File: config.mk
export PLATFORM = sky130hd
export DESIGN_NAME = bemf_sample_sched
export DESIGN_NICKNAME = d
export VERILOG_FILES = /design/src/rtl/bemf_sched_pkg.sv /design/src/rtl/bemf_acq_timer.sv /design/src/rtl/bemf_delta.sv /design/src/rtl/bemf_sample_sched.sv
export SDC_FILE = /design/constraint.sdc
export NUM_CORES = 1
export LEC_CHECK = 0
export BUFFER_PORTS_ARGS = -buffer_cell sky130_fd_sc_hd__buf_2
export CORE_ASPECT_RATIO = 0.6
export CORE_MARGIN = 2
export CORE_UTILIZATION = 26
export DETAILED_ROUTE_END_ITERATION = 8
export HOLD_SLACK_MARGIN = 0.15
export PLACE_DENSITY = 0.56
export SYNTH_ARGS = -nofsm -noshare
export SYNTH_HDL_FRONTEND = slang
export SYNTH_HIERARCHICAL = 1
export SYNTH_SLANG_ARGS = --single-unit
File: constraint.sdc
create_clock -name clk -period 3.1 [get_ports clk]
set_clock_uncertainty 0.15 [all_clocks]
set_input_delay 0.465 -clock clk [delete_from_list [all_inputs] [get_ports clk]]
set_output_delay 0.465 -clock clk [all_outputs]
set_load 0.03 [all_outputs]
File: src/rtl/bemf_sched_pkg.sv
package bemf_sched_pkg;

    typedef enum logic [3:0] {
        ST_SUP_WAIT  = 4'd0,
        ST_SUP_ARM   = 4'd1,
        ST_SUP_ACQ   = 4'd2,
        ST_SUP_READ  = 4'd3,
        ST_EMF_WAIT  = 4'd4,
        ST_EMF1_IDLE = 4'd5,
        ST_EMF1_ACQ  = 4'd6,
        ST_EMF1_READ = 4'd7,
        ST_EMF2_IDLE = 4'd8,
        ST_EMF2_ACQ  = 4'd9,
        ST_EMF2_READ = 4'd10
    } sched_state_e;

endpackage

File: src/rtl/bemf_acq_timer.sv
module bemf_acq_timer #(
    parameter int unsigned CYCLES = 16
) (
    input  logic clk,
    input  logic rst_n,
    input  logic start,
    output logic done
);
    localparam int unsigned CW = $clog2(CYCLES + 1);

    logic [CW-1:0] cnt;

    // Loaded on start; done flags the last counted cycle.
    always_ff @(posedge clk or negedge rst_n) begin
        if (!rst_n)
            cnt <= '0;
        else if (start)
            cnt <= CW'(CYCLES);
        else if (cnt != '0)
            cnt <= cnt - CW'(1);
    end

    assign done = (cnt == CW'(1));
endmodule

File: src/rtl/bemf_delta.sv
module bemf_delta #(
    parameter int unsigned DW = 8
) (
    input  logic [DW-1:0] sample,
    input  logic [DW-1:0] supply,
    output logic [DW-1:0] diff
);
    // Two's-complement error against half the supply, wrapping to DW bits.
    assign diff = sample - (supply >> 1);
endmodule

File: src/rtl/bemf_sample_sched.sv
module bemf_sample_sched
    import bemf_sched_pkg::*;
#(
    parameter int unsigned DW         = 8,
    parameter int unsigned PW         = 16,
    parameter int unsigned WW         = 8,
    parameter int unsigned ACQ_CYCLES = 16,
    parameter logic [WW-1:0] SUP_WORD = 8'h12,
    parameter logic [WW-1:0] EMF_WORD = 8'h18
) (
    input  logic          clk,
    input  logic          rst_n,
    input  logic [WW-1:0] drive_word,
    input  logic          drive_on,
    input  logic          pwm_tick,
    input  logic [PW-1:0] period_in,
    input  logic          cmp_match,
    input  logic          adc_done,
    input  logic [DW-1:0] adc_data,
    output logic          adc_start,
    output logic          force_drive,
    output logic [PW-1:0] cmp_value,
    output logic          cmp_load,
    output logic          match_clr,
    output logic          clr_on_cmp_en,
    output logic [DW-1:0] vsup,
    output logic [DW-1:0] delta1,
    output logic [DW-1:0] delta2
);
    sched_state_e  state, state_nx;
    logic          acq_go, acq_done;
    logic [DW-1:0] diff;
    logic [PW-1:0] per_save, per_half;

    bemf_acq_timer #(.CYCLES(ACQ_CYCLES)) u_acq (
        .clk   (clk),
        .rst_n (rst_n),
        .start (acq_go),
        .done  (acq_done)
    );

    bemf_delta #(.DW(DW)) u_delta (
        .sample (adc_data),
        .supply (vsup),
        .diff   (diff)
    );

    // State register
    always_ff @(posedge clk or negedge rst_n) begin
        if (!rst_n) state <= ST_SUP_WAIT;
        else        state <= state_nx;
    end

    // Next-state logic and acquisition-delay launch
    always_comb begin
        state_nx = state;
        acq_go   = 1'b0;
        unique case (state)
            ST_SUP_WAIT:  if (drive_word == SUP_WORD) state_nx = ST_SUP_ARM;
            ST_SUP_ARM:   if (drive_on) begin
                              acq_go   = 1'b1;
                              state_nx = ST_SUP_ACQ;
                          end
            ST_SUP_ACQ:   if (acq_done) state_nx = ST_SUP_READ;
            ST_SUP_READ:  if (adc_done) state_nx = ST_EMF_WAIT;
            ST_EMF_WAIT:  if (drive_word == EMF_WORD && pwm_tick) state_nx = ST_EMF1_IDLE;
            ST_EMF1_IDLE: if (cmp_match) begin
                              acq_go   = 1'b1;
                              state_nx = ST_EMF1_ACQ;
                          end
            ST_EMF1_ACQ:  if (acq_done) state_nx = ST_EMF1_READ;
            ST_EMF1_READ: if (adc_done) state_nx = ST_EMF2_IDLE;
            ST_EMF2_IDLE: if (cmp_match) begin
                              acq_go   = 1'b1;
                              state_nx = ST_EMF2_ACQ;
                          end
            ST_EMF2_ACQ:  if (acq_done) state_nx = ST_EMF2_READ;
            ST_EMF2_READ: if (adc_done) state_nx = ST_SUP_WAIT;
            default:      state_nx = ST_SUP_WAIT;
        endcase
    end

    assign force_drive = (state == ST_EMF1_ACQ) || (state == ST_EMF2_ACQ);

    // Registered outputs
    always_ff @(posedge clk or negedge rst_n) begin
        if (!rst_n) begin
            adc_start     <= 1'b0;
            cmp_load      <= 1'b0;
            match_clr     <= 1'b0;
            clr_on_cmp_en <= 1'b1;
            cmp_value     <= '0;
            per_save      <= '0;
            per_half      <= '0;
            vsup          <= '0;
            delta1        <= '0;
            delta2        <= '0;
        end else begin
            adc_start <= 1'b0;
            cmp_load  <= 1'b0;
            match_clr <= 1'b0;
            unique case (state)
                ST_SUP_ACQ:   if (acq_done) adc_start <= 1'b1;
                ST_SUP_READ:  if (adc_done) vsup <= adc_data;
                ST_EMF_WAIT:  if (drive_word == EMF_WORD && pwm_tick) begin
                                  per_save      <= period_in;
                                  per_half      <= period_in >> 1;
                                  cmp_value     <= period_in >> 2;
                                  cmp_load      <= 1'b1;
                                  clr_on_cmp_en <= 1'b0;
                              end
                ST_EMF1_IDLE: if (cmp_match) begin
                                  cmp_value <= cmp_value + per_half;
                                  cmp_load  <= 1'b1;
                                  match_clr <= 1'b1;
                              end
                ST_EMF1_ACQ:  if (acq_done) adc_start <= 1'b1;
                ST_EMF1_READ: if (adc_done) delta1 <= diff;
                ST_EMF2_ACQ:  if (acq_done) begin
                                  adc_start     <= 1'b1;
                                  cmp_value     <= per_save;
                                  cmp_load      <= 1'b1;
                                  match_clr     <= 1'b1;
                                  clr_on_cmp_en <= 1'b1;
                              end
                ST_EMF2_READ: if (adc_done) delta2 <= diff;
                default: ;
            endcase
        end
    end
endmodule

==> flow_summary.ini <==
[run_status]
status = completed

[sta]
setup_violations = 0
fin_crit_ns = 2.52
grt_setup_unrepaired = false
period_share_pct = 81.3
fmax_ghz = 0.397
slew_violations = 0
setup_tns_ns = 0
timing.slew.headroom_pct = 51.8
hold_violations = 0
worst_slew_pin_slew_ns = 0.723

[cells_and_area]
area_growth_pct = 22.8
layout_commonest_cell = buf_2
drive_gt1_share_pct = 31.5
diodes = 0
finish.utilization_pct = 32.6
final_nets = 579
final_cell_mix = 82 x buf_2, 68 x dfrtp_1, 42 x nor2_1

[power]
power_density_mw_per_mm2 = 990
cellLeakagePower_nw = 2.55
peakVddDrop_mv = 0.459

[logic_synthesis]
avgSynthCellArea_um2 = 10.0
ys_seq_area_share_pct = 40.2
synth_top_area_share_pct = 39.5
ys_seq_elements = 69
ys.flop_type = dfrtp_1
yosysUniqueCellTypes = 66
synth_area_leader_cell = dfrtp_1
syn-num-nets = 494
synth_area_leaders = dfrtp_1 40%, mux2_2 10%, ha_1 7.0%
syn_area_mm2 = 0.00430
async_flop_share_pct = 100
synth_edf_count = 0
synth_warnings = 6
syn_inst = 430

[route]
drt_wl_total_um = 11600
via_count = 3572
antenna_left = 0
dr.first_iter.drc_count = 185
via_per_inst = 4.90
wl_per_cell_um = 15.9
drcViolationCount = 0
dr.pass1.iters = 4

[worst_hold_path]
whs_path_depth = 2
hold_start = period_in[0]
hold_end = per_save[0]
hp-class = input port to flip-flop

[place]
place_hpwl_um = 8560
portBuffers = 82
gp_congestion = 0.862

[clock_network]
htreeDepth = 3
path_clk_slew_ns = 0.06
cts_buffers = 9
cts_max_path_buffers = 2
cts_root_buf = clkbuf_16
cts_tree = done
clkLatencyLatePin_ns = 0.33
cts_resized = 0
cts_setup_buffers = 0
numClockSinks = 69

[critical_path]
cpPeakStageDelay_ns = 0.38
ff2ff_setup_slack_ns = 0.58
path_cells = ha_1 -> inv_1 -> fa_1 -> nand2b_1 -> a21oi_1 -> a211oi_1 -> and3_1 -> o31ai_1 -> o211ai_1
r2r-start = per_save[1]
crit_path_max_fanout = 4
endpoint_kind = flip-flop
required_ns = 3.15
arrival_ns = 2.57
rr_worst_depth = 9
start_kind = flip-flop
path_class = flip-flop to flip-flop
r2r_end = cmp_value[12]
crit_slowest_cell = dfrtp_1

[floorplanning]
core_mm2 = 0.0162
rows = 36
io_pins = 83
die_h_um = 104
start_util_pct = 26.5
die_w_um = 170
die_area_mm2 = 0.0176

[grt]
first_global_vias = 3593
track_usage_pct = 13.6
gr-total-overflow = 0
grt_max_degree = 70
antenna_found_initial = 0
grt_pass1_wl_um = 19000

[run]
cap_violations = 0
## sequential cells by signal, indices dropped and copies added, names as in the netlist
signal         count
clr_on_cmp_en      1
per_save          16
match_clr          1
adc_start          1
state              4
cmp_load           1
delta1             8
cmp_value         16
u_acq/cnt          5
vsup               8
delta2             8
## critical path, delay by kind of cell, from the launching register on
kind / cells / cell delay [ns]
buffers and inverters: 1 / 0.06
and+or+nand+nor: 2 / 0.41
adders and majority gates: 2 / 0.56
AOI/OAI and AO/OA: 4 / 0.84
DFF: 1 / 0.38
## cells by family (layout without fill, tap and decap cells)
family                   Yosys count  after routing  synth area share (%)
AO/OA/AOI/OAI                    114            114                  17.9
XOR/XNOR                          16             16                  3.26
adder cells (fa/ha/maj)           26             26                  7.91
buffers and inverters             37            127                  3.84
flip-flops                        69             69                  40.2
multiplexers                      43             43                  11.2
AND/OR/NAND/NOR                  125            125                  15.7
## cell type report
type | instances | area [um^2]
well taps | 209 | 262
multi-input cells | 324 | 2410
flip-flops and latches | 69 | 1730
fillers | 1699 | 10900
clock buffers | 9 | 225
clock inverters | 7 | 90.1
repair buffers | 91 | 493
inverters | 20 | 75.1
## layer usage
layer | routed length, um | global-route usage, % | part of all wire [%]
met1 | 5610 | 18.9 | 48
met5 | 0 | 0 | 0
met2 | 5150 | 20.8 | 44
met3 | 732 | 4.13 | 6.3
met4 | 91 | 2.63 | 0.79
## power breakdown
part / total, mW / internal (mW) / switching, mW / leakage, nW
Sequential: 1.55 / 1.22 / 0.329 / 0.870
Clock: 1.11 / 0.700 / 0.406 / 0.151
Combinational: 2.58 / 0.988 / 1.59 / 1.53
## per-stage QoR
stage	std cells	cell area [um^2]	power [mW]	setup WS [ns]	hold slack [ns]
2_1_floorplan	430	4300	3.41	0.631	0.0194
3_3_place_gp	712	4960	4.07	0.640	0.333
3_5_place_dp	712	4960	4.13	0.600	0.347
4_1_cts	729	5280	5.29	0.583	0.207
5_1_grt	729	5280	5.61	0.421	0.213
6_report	729	5280	5.23	0.581	0.217
## Yosys cell counts, types with 3 or more instances
cell / count
nand3b_1: 4
a211oi_1: 5
a22oi_1: 8
a31oi_1: 5
nor3_1: 3
o21a_1: 8
xor2_1: 3
dfrtp_1: 68
clkbuf_1: 8
nor2b_1: 6
nor3b_1: 3
o21ai_0: 19
nor2_1: 42
xnor2_1: 13
mux2_2: 40
and3_1: 3
nand2_1: 30
buf_2: 3
nand2b_1: 7
nand3_1: 4
a21o_1: 9
o211ai_1: 3
o22ai_1: 5
a221oi_2: 3
ha_1: 24
or3_1: 3
nand4_1: 3
a21oi_1: 27
mux2i_1: 3
inv_1: 19
## what timing repair did
item | CTS | global route
setup endpoints to repair | 0 | 0
endpoints found under the hold margin | 68 | 0
hold buffers | 1 | 0
## how the worst max path moves through the flow
stage / start / endpoint / slack (ns) / cells after the start
final: per_save[1] / cmp_value[12] / 0.58 / 9
after global placement: adc_data[0] / delta1[6] / 0.64 / 11
after global routing: state[3] / force_drive / 0.42 / 3
after detailed placement: adc_data[0] / delta1[6] / 0.60 / 11
after CTS: per_save[1] / cmp_value[12] / 0.58 / 9
after floorplan: cmp_value[0] / cmp_value[12] / 0.63 / 9
Power figures use the tool's default switching activity.
